File: config.mk
export PLATFORM = sky130hd
export DESIGN_NAME = ddr2_rd_burst_seq
export DESIGN_NICKNAME = d
export VERILOG_FILES = /design/src/rtl/ddr2_rd_pkg.sv /design/src/rtl/rd_lat_pipe.sv /design/src/rtl/rd_col_gen.sv /design/src/rtl/rd_burst_ctl.sv /design/src/rtl/ddr2_rd_burst_seq.sv
export SDC_FILE = /design/constraint.sdc
export NUM_CORES = 1
export LEC_CHECK = 0
export BUFFER_PORTS_ARGS = -buffer_cell sky130_fd_sc_hd__buf_4
export CAP_MARGIN = 20
export CORE_MARGIN = 3
export CORE_UTILIZATION = 40
export DETAILED_ROUTE_END_ITERATION = 7
export PLACE_DENSITY_LB_ADDON = 0.05
export SKIP_CTS_REPAIR_TIMING = 1
export SLEW_MARGIN = 0
export SYNTH_ARGS = -nofsm -noshare
export SYNTH_HDL_FRONTEND = slang
export SYNTH_SLANG_ARGS = --single-unit
File: constraint.sdc
create_clock -name clk_i -period 17.4 [get_ports clk_i]
set_input_delay 2.61 -clock clk_i [delete_from_list [all_inputs] [get_ports clk_i]]
set_output_delay 2.61 -clock clk_i [all_outputs]
set_load 0.005 [all_outputs]
File: src/rtl/ddr2_rd_pkg.sv
package ddr2_rd_pkg;
  parameter int BANK_W = 3;
  parameter int COL_W  = 10;

  typedef struct packed {
    logic              vld;
    logic [BANK_W-1:0] bank;
    logic [COL_W-1:0]  col;
    logic              ap;
    logic              bl8;
  } rd_cmd_t;
endpackage

File: src/rtl/rd_lat_pipe.sv
module rd_lat_pipe
  import ddr2_rd_pkg::*;
#(
  parameter int DEPTH = 10,
  parameter int LAT_W = 4
) (
  input  logic             clk_i,
  input  logic             rst_ni,
  input  rd_cmd_t          cmd_i,
  input  logic [LAT_W-1:0] rl_i,
  output rd_cmd_t          tap_o,
  output rd_cmd_t          pre_tap_o
);
  rd_cmd_t stg_q [DEPTH];

  always_ff @(posedge clk_i or negedge rst_ni) begin
    if (!rst_ni) begin
      for (int i = 0; i < DEPTH; i++) stg_q[i] <= '0;
    end else begin
      stg_q[0] <= cmd_i;
      for (int i = 1; i < DEPTH; i++) stg_q[i] <= stg_q[i-1];
    end
  end

  // tap RL-1 launches the burst, tap RL-2 announces the preamble
  always_comb begin
    tap_o     = '0;
    pre_tap_o = '0;
    for (int i = 0; i < DEPTH; i++) begin
      if (i == int'(rl_i) - 1) tap_o = stg_q[i];
      if (i == int'(rl_i) - 2) pre_tap_o = stg_q[i];
    end
  end

  p_read_gap_r8: assert property (@(posedge clk_i) disable iff (!rst_ni)
    stg_q[0].vld |-> !stg_q[1].vld);
endmodule

File: src/rtl/rd_col_gen.sv
module rd_col_gen #(
  parameter int COL_W  = 10,
  parameter int LANES  = 2,
  parameter int BEAT_W = 3
) (
  input  logic [COL_W-1:0]             start_col_i,
  input  logic                         bl8_i,
  input  logic [BEAT_W-1:0]            beat_i,
  output logic [LANES-1:0][COL_W-1:0]  col_o
);
  logic [COL_W-1:0] msk;
  logic [COL_W-1:0] first_elem;

  assign msk        = bl8_i ? COL_W'(7) : COL_W'(3);
  assign first_elem = COL_W'(beat_i) * COL_W'(LANES);

  // wrap within the burst-aligned block
  for (genvar g = 0; g < LANES; g++) begin : g_lane
    assign col_o[g] = (start_col_i & ~msk) |
                      ((start_col_i + first_elem + COL_W'(g)) & msk);
  end
endmodule

File: src/rtl/rd_burst_ctl.sv
module rd_burst_ctl
  import ddr2_rd_pkg::*;
#(
  parameter int DQ_W   = 16,
  parameter int LANES  = 2,
  parameter int BEAT_W = 3
) (
  input  logic                   clk_i,
  input  logic                   rst_ni,
  input  rd_cmd_t                tap_i,
  input  rd_cmd_t                pre_tap_i,
  input  logic [LANES*DQ_W-1:0]  data_i,
  output rd_cmd_t                sel_o,
  output logic [BEAT_W-1:0]      beat_o,
  output logic [LANES*DQ_W-1:0]  dq_o,
  output logic                   dq_oe_o,
  output logic [1:0]             dqs_o,
  output logic                   dqs_oe_o,
  output logic                   pre_req_o,
  output logic [BANK_W-1:0]      pre_bank_o
);
  localparam logic [BEAT_W-1:0] LAST_BL4 = BEAT_W'(4 / LANES - 1);
  localparam logic [BEAT_W-1:0] LAST_BL8 = BEAT_W'(8 / LANES - 1);

  rd_cmd_t           held_q;
  logic [BEAT_W-1:0] beat_q;
  logic              busy_q, last_q, last_ap_q;
  logic [BANK_W-1:0] ap_bank_q;
  logic              emit, last;

  // a launching command overrides the running burst (chain or truncate)
  assign sel_o  = tap_i.vld ? tap_i : held_q;
  assign beat_o = tap_i.vld ? '0 : beat_q;
  assign emit   = tap_i.vld | busy_q;
  assign last   = beat_o == (sel_o.bl8 ? LAST_BL8 : LAST_BL4);

  always_ff @(posedge clk_i or negedge rst_ni) begin
    if (!rst_ni) begin
      held_q     <= '0;
      beat_q     <= '0;
      busy_q     <= 1'b0;
      last_q     <= 1'b0;
      last_ap_q  <= 1'b0;
      ap_bank_q  <= '0;
      dq_o       <= '0;
      dq_oe_o    <= 1'b0;
      dqs_o      <= 2'b00;
      dqs_oe_o   <= 1'b0;
      pre_req_o  <= 1'b0;
      pre_bank_o <= '0;
    end else begin
      pre_req_o  <= last_ap_q;
      pre_bank_o <= ap_bank_q;
      if (emit) begin
        held_q    <= sel_o;
        beat_q    <= beat_o + 1'b1;
        busy_q    <= !last;
        last_q    <= last;
        last_ap_q <= last & sel_o.ap;
        if (last & sel_o.ap) ap_bank_q <= sel_o.bank;
        dq_o      <= data_i;
        dq_oe_o   <= 1'b1;
        dqs_o     <= 2'b01;
        dqs_oe_o  <= 1'b1;
      end else begin
        busy_q    <= 1'b0;
        last_q    <= 1'b0;
        last_ap_q <= 1'b0;
        dq_o      <= '0;
        dq_oe_o   <= 1'b0;
        dqs_o     <= 2'b00;
        dqs_oe_o  <= pre_tap_i.vld | last_q;  // preamble or postamble
      end
    end
  end

  p_data_strobe_r5: assert property (@(posedge clk_i) disable iff (!rst_ni)
    dq_oe_o |-> (dqs_oe_o && dqs_o == 2'b01));
  p_quiet_strobe_r4: assert property (@(posedge clk_i) disable iff (!rst_ni)
    (dqs_oe_o && !dq_oe_o) |-> dqs_o == 2'b00);
  p_preamble_r4: assert property (@(posedge clk_i) disable iff (!rst_ni)
    $rose(dq_oe_o) |-> $past(dqs_oe_o));
  p_postamble_r6: assert property (@(posedge clk_i) disable iff (!rst_ni)
    $fell(dq_oe_o) |-> dqs_oe_o);
  p_idle_dq_r7: assert property (@(posedge clk_i) disable iff (!rst_ni)
    !dq_oe_o |-> dq_o == '0);
  p_pre_pulse_r10: assert property (@(posedge clk_i) disable iff (!rst_ni)
    pre_req_o |=> !pre_req_o);
  p_pre_after_data_r10: assert property (@(posedge clk_i) disable iff (!rst_ni)
    pre_req_o |-> $past(dq_oe_o));
endmodule

File: src/rtl/ddr2_rd_burst_seq.sv
module ddr2_rd_burst_seq
  import ddr2_rd_pkg::*;
#(
  parameter int DQ_W   = 16,
  parameter int AL_MAX = 4,
  parameter int CL_MIN = 3,
  parameter int CL_MAX = 6
) (
  input  logic                 clk_i,
  input  logic                 rst_ni,
  input  logic                 rd_cmd_i,
  input  logic [BANK_W-1:0]    bank_i,
  input  logic [COL_W-1:0]     col_i,
  input  logic                 ap_i,
  input  logic [2:0]           al_i,
  input  logic [2:0]           cl_i,
  input  logic                 bl8_i,
  output logic [BANK_W-1:0]    src_bank_o,
  output logic [COL_W-1:0]     src_col_rise_o,
  output logic [COL_W-1:0]     src_col_fall_o,
  input  logic [DQ_W-1:0]      src_rise_i,
  input  logic [DQ_W-1:0]      src_fall_i,
  output logic [2*DQ_W-1:0]    dq_o,
  output logic                 dq_oe_o,
  output logic [1:0]           dqs_o,
  output logic [1:0]           dqs_n_o,
  output logic                 dqs_oe_o,
  output logic                 pre_req_o,
  output logic [BANK_W-1:0]    pre_bank_o
);
  localparam int LANES  = 2;
  localparam int DEPTH  = AL_MAX + CL_MAX;
  localparam int LAT_W  = $clog2(DEPTH + 1);
  localparam int BEAT_W = $clog2(8 / LANES) + 1;

  rd_cmd_t                     cmd, tap, pre_tap, sel;
  logic [LAT_W-1:0]            rl;
  logic [BEAT_W-1:0]           beat;
  logic [LANES-1:0][COL_W-1:0] cols;

  assign cmd = '{vld: rd_cmd_i, bank: bank_i, col: col_i, ap: ap_i, bl8: bl8_i};
  assign rl  = LAT_W'(al_i) + LAT_W'(cl_i);

  rd_lat_pipe #(.DEPTH(DEPTH), .LAT_W(LAT_W)) u_pipe (
    .clk_i, .rst_ni, .cmd_i(cmd), .rl_i(rl), .tap_o(tap), .pre_tap_o(pre_tap)
  );

  rd_col_gen #(.COL_W(COL_W), .LANES(LANES), .BEAT_W(BEAT_W)) u_cols (
    .start_col_i(sel.col), .bl8_i(sel.bl8), .beat_i(beat), .col_o(cols)
  );

  rd_burst_ctl #(.DQ_W(DQ_W), .LANES(LANES), .BEAT_W(BEAT_W)) u_ctl (
    .clk_i, .rst_ni, .tap_i(tap), .pre_tap_i(pre_tap),
    .data_i({src_fall_i, src_rise_i}), .sel_o(sel), .beat_o(beat),
    .dq_o, .dq_oe_o, .dqs_o, .dqs_oe_o, .pre_req_o, .pre_bank_o
  );

  assign src_bank_o     = sel.bank;
  assign src_col_rise_o = cols[0];
  assign src_col_fall_o = cols[1];
  assign dqs_n_o        = dqs_oe_o ? ~dqs_o : 2'b00;

  p_lat_range_r1: assert property (@(posedge clk_i) disable iff (!rst_ni)
    rd_cmd_i |-> (int'(al_i) <= AL_MAX && int'(cl_i) >= CL_MIN && int'(cl_i) <= CL_MAX));
  p_strobe_pair_r5: assert property (@(posedge clk_i) disable iff (!rst_ni)
    dqs_oe_o |-> (dqs_n_o == ~dqs_o));
endmodule

# Yosys cells after proc, flatten, opt, wreduce, memory -nomap -nowiden
# Index checks and enable logic that the tools add are counted.
# totals
register_bits	223
inputBits	56
out_inout_bits	65
elab_cells	136
# classes
addsub	6
n_eq_ne	19
n_mux	32
bitwise_logic	10
n_reduce_logical	4
# ops
cell	n
16-bit 2-to-1 mux	20
4-bit by 32-bit == test with 1-bit output, first input constant	8
3-bit by 32-bit == test with 1-bit output, first input constant	4
5-bit by 32-bit == test with 1-bit output, first input constant	4
2-bit by 32-bit == test with 1-bit output, first input constant	2
32-bit logical NOT	2
32-bit 2-to-1 mux	1
10-bit AND	3
10-bit bitwise OR	2
15-bit 2-to-1 mux	1
10-bit by 1-bit adder with 10-bit output, second input constant	1
10-bit by 4-bit adder with 10-bit output	1
10-bit inverter	1
1-bit 2-to-1 mux	6
3-bit 2-to-1 mux	2
4-bit by 1-bit subtractor with 5-bit output, second input constant	1
4-bit by 2-bit subtractor with 5-bit output, second input constant	1
3-bit by 3-bit adder with 4-bit output	1
2-bit 2-to-1 mux	2
3-bit by 1-bit adder with 3-bit output, second input constant	1
3-bit == test	1
1-bit inverter with 2-bit output	1
1-bit bitwise OR	2
2-bit AND reduction	1
2 further kinds	2

# Logic depth before layout (Yosys ltp)
# depth
ltp_word	18
mapped_depth	21
mapped_depth_nobuf	19

# Hierarchy
# Synthesis repeated with hierarchy kept, for this count alone.
# hier_totals
hier_cells	812
area_unflattened_um2	9601.7
# modules_own_cells
module	instances	cells_each	area_each_um2
rd_lat_pipe	1	614	6927.9
rd_burst_ctl	1	159	2362.3
rd_col_gen	1	25	203.9
ddr2_rd_burst_seq	1	14	107.6

# Worst setup path before layout
# OpenSTA, ideal clock, no wires.
# synth_timing
kind	input port to output port
start	in al_i[0]
end	out src_col_fall_o[2]
arrival_ps	6850
t_required_ps	14790
path_slack_ps	7940
path_stages	19
n_path_buf	4
path_cell_list	ha_1 fa_1 xor2_1 inv_1 clkbuf_1 ha_1 clkbuf_1 o21a_1 and2_1 nor3_1 a21boi_1 nand2_2 buf_2 buf_1 o22ai_1 ha_1 or4bb_1 a21oi_1 a31oi_1
# synth_via
elab_chain_cells	18
word_cells_on_any_way	31
classes_between	add/sub (4); eq/ne (9); mux (13); bitwise (4); reduce/logical (1)
# synth_lines
item	line	rtl
start, declared	ddr2_rd_burst_seq.sv:15	input logic [2:0] al_i,
3-bit by 3-bit adder with 4-bit output (*)	ddr2_rd_burst_seq.sv:42	assign rl = LAT_W'(al_i) + LAT_W'(cl_i);
4-bit by 1-bit subtractor with 5-bit output (*)	rd_lat_pipe.sv:30	if (i == int'(rl_i) - 1) tap_o = stg_q[i];
32-bit logical NOT	rd_lat_pipe.sv:30	
16-bit 2-to-1 mux (9 in a row)	rd_lat_pipe.sv:30	
16-bit 2-to-1 mux (*)	rd_lat_pipe.sv:30	
15-bit 2-to-1 mux or 3-bit 2-to-1 mux (tied branches)	rd_burst_ctl.sv:32, rd_burst_ctl.sv:33	
10-bit by 4-bit adder with 10-bit output or 3-bit 2-to-1 mux (tied branches)	rd_col_gen.sv:20, rd_col_gen.sv:14	
10-bit by 1-bit adder with 10-bit output or 10-bit inverter (tied branches)	rd_col_gen.sv:20, rd_col_gen.sv:19	
10-bit AND, on equally long branches	rd_col_gen.sv:20, rd_col_gen.sv:19	
10-bit bitwise OR (*)	rd_col_gen.sv:19	assign col_o[g] = (start_col_i & ~msk) |
end, declared	ddr2_rd_burst_seq.sv:20	output logic [COL_W-1:0] src_col_fall_o,
# Every way passes the cells marked *; elsewhere a longest branch is shown, timed or not.

# Worst setup path after layout
# Same ends and word-level chain as after synthesis.

==> flow_metrics.py <==
metrics = {
    "synthesis": {
        "synth_top_cell_area_share": 0.6999,
        "synth_edf_count": 0,
        "synth-seq-cells": 222,
        "synth-simple-area-share": 0.08953,
        "synth.most_common_cell": "dfrtp_1",
        "synthCells": 579,
        "muxShareOfSynthArea": 0.01608,
        "synth_top_family_by_area": "compound AO/OA/AOI/OAI gates",
        "synth_common_cells": "dfrtp_1 (222), and2_1 (36), nor2_1 (32), a21oi_1 (30), nand2_1 (22)",
        "synth_cell_type_count": 62,
        "async_reset_ff_frac": 1.000,
        "synth_top_cell_by_area": "dfrtp_1",
        "synth_compound_area_frac": 0.1368,
        "ys_top_cells_by_area": "dfrtp_1 (70%), and2_1 (2.8%), a222oi_1 (2.0%)",
        "ys_seq_area_frac": 0.6999,
        "ys.flop_type": "dfrtp_1",
        "yosys_warnings": 0,
        "syn-cell-area_um2": 7938,
        "yosys.area_share.adder": 0.01040,
        "synth.avg_cell_area_um2": 13.71,
        "syn-num-nets": 641,
        "synth_xor_area_frac": 0.007724,
    },
    "worst_setup_path": {
        "arrival_ns": 8.74,
        "critical_path_class": "in2out",
        "worstSetupStartpointType": "input pin",
        "endpoint_kind": "primary output",
        "worstPathRequired_ns": 14.79,
        "crit_top_cell": "ha_1",
        "slowest_stage": "a211oi_2",
        "max_stage_delay_ns": 0.92,
        "path_cells": "buf_4 > ha_1 > fa_1 > xor2_1 > inv_1 > ha_1 > a21o_1 > a211oi_2 > a222oi_1 > a32oi_1 > a211oi_1 > o21ai_0 > mux2_2 > ha_1 > inv_1 > or3b_1 > a31oi_1 > buf_4",
        "ff2ff_setup_slack_ns": 14.13,
        "crit_buf_inv": 4,
        "cpLargestDelayFamily": "compound AO/OA/AOI/OAI gates",
        "path_max_fanout": 13,
    },
    "place": {
        "io_buffer_count": 119,
        "post-place-cells": 915,
        "place_congestion": 0.8384,
        "hpwl_mm": 11.45,
    },
    "drt": {
        "drt_pass1_iterations": 5,
        "remaining_drc_errors": 0,
        "avgRoutedWirePerCell_um": 18.16,
        "drt_iter0_markers": 419,
        "viasPerCell": 5.226,
        "num_vias": 5012,
        "wirelength_mm": 17.42,
        "antenna_left": 0,
    },
    "grt": {
        "grt_pass1_wl_mm": 28.46,
        "grt_use_total": 0.1609,
        "grt_max_degree": 83,
        "antenna_found_initial": 0,
        "grt-ovfl-total": 0,
        "grt_pass1_vias": 5063,
    },
    "timing": {
        "rsz0062_at_grt": "no",
        "hold_violations": 0,
        "setup_tns_ns": 0,
        "clock_skew_ns": 0.02147,
        "finalSetupViolations": 0,
        "final_max_slew_viol_count": 0,
        "timing_worst_slew_pin_value_ns": 1.041,
        "post-route-period-util": 0.6521,
        "fmax_ghz": 0.08813,
        "slew_headroom": 0.3038,
        "fin_crit_ns": 11.35,
    },
    "clock_tree": {
        "clk_pin_slew_ns": 0.06,
        "cts_buffers": 24,
        "clock_sinks": 222,
        "clockRootBuffer": "clkbuf_16",
        "insertion_delay_ns": 0.52,
        "cts_tree": "built",
        "cts_buffer_depth": 3,
        "h-tree-depth": 1,
    },
    "layout": {
        "area_delta_synth_final_pct": 22.82,
        "fin_cells": 959,
        "drive_above_1_share": 0.2518,
        "n_antenna_cell": 0,
        "layout.nets": 744,
    },
    "power": {
        "finalPower_w": 0.001461,
        "p_per_area_nw_per_um2": 149.9,
        "vdd_drop_max_mv": 0.06012,
        "p_leak_nw": 4.321,
    },
    "die": {
        "fp.dieW_um": 146.9,
        "core-area_um2": 19080,
        "num_rows": 50,
        "initial_core_util": 0.4160,
        "io_pins": 121,
        "die_h_um": 146.9,
        "die_area_um2": 21570,
    },
    "outcome": {
        "status": "completed",
    },
    "flow_run": {
        "cap_violations": 0,
    },
    "hold_path": {
        "hp-class": "reg2reg",
    },
}
[cell usage in the layout (no fill, tap or decap), drive strengths merged, types with 6 or more instances in the layout]
cell	n
o21ai	7
nor2	32
a221oi	17
o22ai	6
mux2	6
a211oi	11
nor3	11
nand2	23
inv	8
a21oi	30
clkbuf	36
a31oi	10
and2	36
nor2b	6
dfrtp	222
nand3	6
a22oi	13
mux2i	6
a222oi	16
buf	127
[where the power goes]
group,total [W],switching [W],internal (W)
Clock,0.000487,0.000196,0.000292
Sequential,0.000625,0.0000351,0.000590
Combinational,0.000349,0.000177,0.000172
[path summary, 6_finish.rpt]
path                                                     to  cells past startpoint                         from
max in group asynchronous        u_pipe.stg_q[91]$_DFF_PN0_                      2                       rst_ni
worst min-delay path            u_pipe.stg_q[102]$_DFF_PN0_                      0  u_pipe.stg_q[118]$_DFF_PN0_
worst max register to register     u_ctl.dqs_oe_o$_DFF_PN0_                      7  u_pipe.stg_q[143]$_DFF_PN0_
worst max-delay path                      src_col_fall_o[2]                     18                      al_i[0]
worst min register to register  u_pipe.stg_q[102]$_DFF_PN0_                      0  u_pipe.stg_q[118]$_DFF_PN0_
min in group asynchronous          u_ctl.dq_o[15]$_DFF_PN0_                      1                       rst_ni
[per-layer routing]
metal  vias to the layer above  share of wire  global-route usage
met4                         0          0.013             0.03434
li1                       2288              -                   -
met5                         -              0                   0
met1                      2495           0.48              0.2500
met3                        16          0.081             0.04072
met2                       213           0.42              0.2291
[stage by stage]
stage / cell area (um^2) / hold slack [ns] / setup WS, ns / utilization
3_5_place_dp: 8960 / 0.3413 / 6.124 / 0.4696
5_1_grt: 9749 / 0.3667 / 5.522 / 0.5110
3_3_place_gp: 8960 / 0.3340 / 6.363 / 0.4696
6_report: 9749 / 0.3530 / 6.053 / 0.5110
2_1_floorplan: 7938 / 0.3312 / 7.940 / -
4_1_cts: 9722 / 0.3556 / 6.065 / 0.5095
[cells by family (layout without fill, tap and decap cells)]
family | count (synthesis) | in the layout
adder cells (fa/ha/maj) | 6 | 6
AO/OA/AOI/OAI | 140 | 140
XOR/XNOR | 7 | 7
other | 1 | 1
buffers and inverters | 57 | 177
multiplexers | 12 | 12
AND/OR/NAND/NOR | 134 | 134
flip-flops | 222 | 222
[final cells by class]
cell class	instances	area, um^2
fill	1634	9331
sequential	222	5555
multi-input combinational	300	2100
timing repair buffer	127	980.9
clock buffer	36	655.6
tap	260	325.3
clock inverter	7	106.4
inverter	7	26.28
[state kept, by name (all words and copies together) (netlist names)]
name              cells
u_ctl.ap_bank_q       3
u_ctl.beat_q          3
u_ctl.busy_q          1
u_ctl.dq_o           32
u_ctl.dq_oe_o         1
u_ctl.dqs_oe_o        1
u_ctl.held_q         15
u_ctl.last_ap_q       1
u_ctl.last_q          1
u_ctl.pre_bank_o      3
u_ctl.pre_req_o       1
u_pipe.stg_q        160
(Power assumes the default switching activity.)
